==> config.mk <==
export PLATFORM = sky130hd
export DESIGN_NAME = paged_ea_gen
export DESIGN_NICKNAME = d
export VERILOG_FILES = /design/src/rtl/ea_pkg.sv /design/src/rtl/ea_index_sel.sv /design/src/rtl/ea_offset.sv /design/src/rtl/ea_page_map.sv /design/src/rtl/paged_ea_gen.sv
export SDC_FILE = /design/constraint.sdc
export NUM_CORES = 1
export LEC_CHECK = 0
export BUFFER_PORTS_ARGS = -buffer_cell sky130_fd_sc_hd__buf_2
export CORE_UTILIZATION = 45
export DETAILED_ROUTE_END_ITERATION = 10
export PLACE_DENSITY = 0.8
export SETUP_SLACK_MARGIN = 0.15
export SLEW_MARGIN = 10
export SYNTH_ARGS = -nofsm -noshare
export SYNTH_HDL_FRONTEND = slang
export SYNTH_SLANG_ARGS = --single-unit
==> constraint.sdc <==
create_clock -name clk_i -period 2.5 [get_ports clk_i]
set_input_delay 0.125 -clock clk_i [delete_from_list [all_inputs] [get_ports clk_i]]
set_output_delay 0.125 -clock clk_i [all_outputs]
set_load 0.05 [all_outputs]
==> src/rtl/ea_pkg.sv <==
package ea_pkg;
  typedef enum logic [1:0] {
    MODE_DIR     = 2'b00,
    MODE_IND     = 2'b01,
    MODE_IDX     = 2'b10,
    MODE_IDX_IND = 2'b11
  } ea_mode_e;

  typedef enum logic {ST_IDLE = 1'b0, ST_WAIT = 1'b1} ea_state_e;

  function automatic logic mode_indirect(logic [1:0] m);
    return m[0];
  endfunction

  function automatic logic mode_indexed(logic [1:0] m);
    return m[1];
  endfunction
endpackage

==> src/rtl/ea_index_sel.sv <==
module ea_index_sel #(
  parameter int NREG  = 8,
  parameter int LOG_W = 20,
  localparam int SEL_W = $clog2(NREG)
) (
  input  logic [(NREG-1)*LOG_W-1:0] regs_i,
  input  logic [SEL_W-1:0]          sel_i,
  output logic [LOG_W-1:0]          val_o
);
  logic [LOG_W-1:0] bank [NREG];

  assign bank[0] = '0;  // register 0 is hard zero
  for (genvar g = 1; g < NREG; g++) begin : g_bank
    assign bank[g] = regs_i[g*LOG_W-1 -: LOG_W];
  end

  assign val_o = bank[sel_i];
endmodule

==> src/rtl/ea_offset.sv <==
module ea_offset #(
  parameter int LOG_W = 20
) (
  input  logic             indexed_i,
  input  logic [LOG_W-1:0] field_i,
  input  logic [LOG_W-1:0] index_i,
  output logic [LOG_W-1:0] logical_o
);
  // wraps modulo 2^LOG_W: a process stays inside its page
  assign logical_o = indexed_i ? field_i + index_i : field_i;
endmodule

==> src/rtl/ea_page_map.sv <==
module ea_page_map #(
  parameter int LOG_W  = 20,
  parameter int PAGE_W = 6,
  localparam int PHYS_W = LOG_W + PAGE_W
) (
  input  logic [PAGE_W-1:0] page_i,
  input  logic [LOG_W-1:0]  logical_i,
  output logic [PHYS_W-1:0] phys_o
);
  assign phys_o = {page_i, logical_i};
endmodule

==> src/rtl/paged_ea_gen.sv <==
module paged_ea_gen #(
  parameter int NREG   = 8,
  parameter int LOG_W  = 20,
  parameter int PAGE_W = 6,
  localparam int SEL_W  = $clog2(NREG),
  localparam int PHYS_W = LOG_W + PAGE_W
) (
  input  logic                      clk_i,
  input  logic                      rst_ni,
  input  logic                      start_i,
  input  logic [1:0]                mode_i,
  input  logic [LOG_W-1:0]          field_i,
  input  logic [SEL_W-1:0]          idx_sel_i,
  input  logic [(NREG-1)*LOG_W-1:0] idx_regs_i,
  input  logic [PAGE_W-1:0]         page_i,
  output logic                      mem_req_o,
  output logic [PHYS_W-1:0]         mem_addr_o,
  input  logic                      mem_valid_i,
  input  logic [LOG_W-1:0]          mem_rdata_i,
  output logic                      busy_o,
  output logic                      done_o,
  output logic [PHYS_W-1:0]         phys_addr_o
);
  import ea_pkg::*;

  ea_state_e         state_q;
  logic              req_q, done_q;
  logic [PAGE_W-1:0] page_q;
  logic [PHYS_W-1:0] maddr_q, phys_q;
  logic [LOG_W-1:0]  index_val, logical;
  logic [PHYS_W-1:0] first_phys, ptr_phys;

  ea_index_sel #(.NREG(NREG), .LOG_W(LOG_W)) i_sel (
    .regs_i (idx_regs_i),
    .sel_i  (idx_sel_i),
    .val_o  (index_val)
  );

  ea_offset #(.LOG_W(LOG_W)) i_off (
    .indexed_i (mode_indexed(mode_i)),
    .field_i   (field_i),
    .index_i   (index_val),
    .logical_o (logical)
  );

  ea_page_map #(.LOG_W(LOG_W), .PAGE_W(PAGE_W)) i_map_first (
    .page_i    (page_i),
    .logical_i (logical),
    .phys_o    (first_phys)
  );

  // pointer uses the page captured at start
  ea_page_map #(.LOG_W(LOG_W), .PAGE_W(PAGE_W)) i_map_ptr (
    .page_i    (page_q),
    .logical_i (mem_rdata_i),
    .phys_o    (ptr_phys)
  );

  always_ff @(posedge clk_i or negedge rst_ni) begin
    if (!rst_ni) begin
      state_q <= ST_IDLE;
      req_q   <= 1'b0;
      done_q  <= 1'b0;
      page_q  <= '0;
      maddr_q <= '0;
      phys_q  <= '0;
    end else begin
      req_q  <= 1'b0;
      done_q <= 1'b0;
      unique case (state_q)
        ST_IDLE: if (start_i) begin
          page_q <= page_i;
          if (mode_indirect(mode_i)) begin
            req_q   <= 1'b1;
            maddr_q <= first_phys;
            state_q <= ST_WAIT;
          end else begin
            done_q <= 1'b1;
            phys_q <= first_phys;
          end
        end
        ST_WAIT: if (mem_valid_i) begin
          done_q  <= 1'b1;
          phys_q  <= ptr_phys;
          state_q <= ST_IDLE;
        end
        default: state_q <= ST_IDLE;
      endcase
    end
  end

  assign mem_req_o   = req_q;
  assign mem_addr_o  = maddr_q;
  assign done_o      = done_q;
  assign phys_addr_o = phys_q;
  assign busy_o      = (state_q == ST_WAIT);

  assert_req_pulse_R7: assert property (@(posedge clk_i) disable iff (!rst_ni)
    mem_req_o |=> !mem_req_o);
  assert_done_pulse_R7: assert property (@(posedge clk_i) disable iff (!rst_ni)
    done_o |=> !done_o);
  assert_req_busy_R5: assert property (@(posedge clk_i) disable iff (!rst_ni)
    mem_req_o |-> busy_o && !done_o);
  assert_wait_hold_R10: assert property (@(posedge clk_i) disable iff (!rst_ni)
    (busy_o && !mem_valid_i) |=> (!done_o && busy_o));
  assert_valid_done_R10: assert property (@(posedge clk_i) disable iff (!rst_ni)
    (busy_o && mem_valid_i) |=> (done_o && !busy_o));
  assert_busy_no_req_R9: assert property (@(posedge clk_i) disable iff (!rst_ni)
    busy_o |=> !mem_req_o);
  assert_page_kept_R8: assert property (@(posedge clk_i) disable iff (!rst_ni)
    (busy_o && mem_valid_i) |=> (phys_addr_o[PHYS_W-1 -: PAGE_W] == $past(mem_addr_o[PHYS_W-1 -: PAGE_W])));
endmodule

==> results.py <==
metrics = {
    "logic_synthesis": {
        "synthFlopType": "dfrtp_1",
        "synth_edf_count": 0,
        "syn_nets": 759,
        "syn_avg_cell_area_um2": 8.89,
        "ys_ff_latch": 61,
        "synth_cells": 544,
        "post-synth-top-area-cell": "dfrtp_1",
        "yosys_warnings": 0,
        "async_flop_share_pct": 100,
        "synth_cell_types": 45,
        "ys_seq_area_share_pct": 31.6,
        "syn-cell-area_um2": 4840,
        "yosys-top-cells-area": "dfrtp_1, mux4_2, mux2_2, nand2_1, a21oi_1",
        "post-synth-top-area-fraction_pct": 31.6,
    },
    "global_route": {
        "grt_pass1_wl_um": 27100,
        "antenna_found_initial": 2,
        "grt_max_degree": 33,
        "grt_pass1_vias": 5606,
        "grt_usage_pct": 31.0,
        "grt.overflow.total": 0,
    },
    "worst_setup_path": {
        "worstRegToRegCells": 9,
        "reg2reg_slack_ns": 0.41,
        "reg2reg_to": "phys_addr_o[9]$_DFFE_PN0P_",
        "cp_data_required_time_ns": 2.72,
        "path_max_fanout": 6,
        "crit_arrival_ns": 2.97,
        "rr_startpoint": "busy_o$_DFF_PN0_",
        "worstSetupPathType": "input port to register",
        "endpoint_kind": "register",
        "start_kind": "input port",
    },
    "sta": {
        "relSlewSlack_pct": 54.3,
        "fin_skew_ns": 0.00873,
        "post-route-period-util_pct": 110,
        "hold_violations": 0,
        "rsz0062_at_grt": "true",
        "setup_slack_ns": -0.258,
        "worstMarginPinSlew_ns": 0.681,
        "clock.fmax_ghz": 0.363,
        "final-setup-viol-count": 20,
        "slew_viol_final": 0,
        "period_needed_ns": 2.76,
    },
    "placed_design": {
        "numPlacedInstances": 967,
        "port_buffers": 249,
        "dp_hpwl_um": 13600,
        "routabilityCongestion": 0.902,
        "post-place-ws_ns": -0.812,
    },
    "min_path": {
        "whs_path_depth": 2,
        "hold_class": "input port to register",
        "hold_end": "busy_o$_DFF_PN0_",
        "worstHoldStart": "mem_valid_i",
    },
    "layout": {
        "drive_above_1_share_pct": 57.7,
        "final_core_util_pct": 74.9,
        "syn_to_final_growth_pct": 60.5,
        "finalNetCount": 1091,
        "fin_cells": 1018,
    },
    "routing": {
        "firstDrtPassIters": 6,
        "vias": 5574,
        "drtIter0Drc": 344,
        "drc": 0,
        "ant_nets": 0,
        "wire_per_inst_um": 17.4,
        "vias_per_cell": 5.48,
        "wl_um": 17700,
    },
    "die": {
        "initial_core_util_pct": 46.6,
        "io-pin-count": 250,
        "dieWidth_um": 106,
        "die_h_um": 106,
        "die-area_um2": 11200,
        "rows": 37,
        "core_um2": 10400,
    },
    "outcome": {
        "status": "complete, but fails checks",
        "violations": "setup timing",
    },
    "clock_tree": {
        "clock_sinks": 61,
        "cts_root_buffer": "clkbuf_8",
        "clock_path_buffers": 2,
        "htreeDepth": 3,
        "tritoncts": "built",
        "clk_pin_slew_ns": 0.07,
        "cts_buffers": 9,
        "insertion_delay_ns": 0.33,
    },
    "run": {
        "cap_violations": 0,
    },
    "power_and_ir_drop": {
        "power_leakage_nw": 3.85,
        "power_density_nw_per_um2": 639,
        "irDropWorstVdd_uv": 534,
    },
}
-- repair_timing --
action | CTS | global route
hold buffers | 1 | 0
pin swaps | 48 | 31
resized for setup | 70 | 51
endpoints found under the setup margin | 29 | 33
setup buffers | 27 | 4
gates cloned | 2 | 0
endpoints found under the hold margin | 10 | 0
-- where the power goes --
group	total, mW	internal [mW]	switching, mW
Combinational	2.87	1.09	1.78
Sequential	1.38	1.23	0.145
Clock	0.707	0.348	0.359
Total	4.96	2.67	2.29
-- cell type report --
class	instances	area [um2]
Clock inverter	5	28.8
Sequential cell	61	1530
Clock buffer	10	128
Fill cell	759	2610
Timing Repair Buffer	359	2280
Inverter	10	40.0
Tap cell	136	170
Multi-Input combinational cell	435	3580
Antenna cell	2	5.00
-- cells by family (layout without fill, tap and decap cells) --
family	Yosys count	after routing	share of synthesized area (%)
xor gates and xnor gates	13	13	2.35
DFF	61	61	31.6
buffers and inverters	48	384	3.91
muxes	75	75	21.6
AOI/OAI and AO/OA	158	158	19.8
other	0	2	0
adders and majority gates	20	20	5.33
and+or+nand+nor	169	169	15.5
-- flip-flops by register name (all words and copies together) (netlist names) --
| register | flops |
|---|---|
| busy_o | 1 |
| done_o | 1 |
| mem_addr_o | 26 |
| mem_req_o | 1 |
| page_q | 6 |
| phys_addr_o | 26 |
-- worst max-delay path by stage --
stage / start / to / depth (start not counted)
CTS: idx_sel_i[0] / phys_addr_o[12]$_DFFE_PN0P_ / 15
finish: idx_sel_i[0] / phys_addr_o[9]$_DFFE_PN0P_ / 18
detailed placement: idx_sel_i[0] / mem_addr_o[16]$_DFFE_PN0P_ / 15
global placement: idx_sel_i[0] / mem_addr_o[16]$_DFFE_PN0P_ / 15
floorplan: idx_sel_i[0] / mem_addr_o[16]$_DFFE_PN0P_ / 15
global route: idx_sel_i[0] / mem_addr_o[16]$_DFFE_PN0P_ / 16
-- cells in the mapped netlist (all sizes together) (6+ instances only) --
| cell | n |
|---|---|
| nand3 | 7 |
| buf | 13 |
| mux4 | 20 |
| a21oi | 51 |
| mux2i | 21 |
| nor2 | 36 |
| inv | 10 |
| ha | 19 |
| dfrtp | 61 |
| nor2b | 6 |
| nand2 | 86 |
| a21o | 8 |
| o21ai | 44 |
| mux2 | 34 |
| a22oi | 20 |
| clkbuf | 25 |
| xnor2 | 8 |
| o21a | 6 |
-- worst max-delay path, stage by stage --
cell      delay, ns
buf_12         0.10
buf_6          0.10
mux4_2         0.47
nand2_1        0.08
o21a_1         0.18
buf_4          0.13
buf_6          0.09
inv_4          0.03
ha_4           0.21
a211oi_4       0.23
o211ai_1       0.22
a21oi_2        0.26
buf_4          0.16
xnor2_2        0.06
mux2i_1        0.16
buf_4          0.16
a21oi_2        0.05
a21o_1         0.15
-- placed cells by master, fill, tap and decap left out, types with 5 or more instances in the layout --
cell type and instances:
a21o_1 8, a21oi_1 30, a21oi_2 18, a22oi_1 13
a22oi_2 7, buf_12 9, buf_2 248, buf_4 87
buf_6 12, clkbuf_8 9, dfrtp_1 61, ha_1 15
inv_1 7, mux2_2 25, mux2_4 8, mux2i_1 19
mux4_2 20, nand2_1 82, nand2b_1 5, nand3b_1 5
nor2_1 31, o21a_1 6, o21ai_0 17, o21ai_1 14
o21ai_2 10, or3_1 5, xnor2_2 5, xor2_1 5
-- through the flow --
step	hold slack [ns]	TNS, ns	power [mW]	cell area (um2)
6_report	0.0293	-3.70	4.96	7760
5_1_grt	0.0374	-5.80	5.21	7760
4_1_cts	0.0134	-3.72	4.81	7510
3_5_place_dp	0.0115	-16.85	3.90	6820
3_3_place_gp	0.00773	-13.86	3.83	6820
2_1_floorplan	-0.171	-4.44	3.07	4960
-- layer usage --
metal / track usage, % / part of all wire [%]
met4: 13.6 / 3.3
met5: 0 / 0
met1: 37.0 / 40
met3: 4.33 / 5.7
met2: 55.4 / 51
Note: power is estimated with default switching activity, not from simulation.
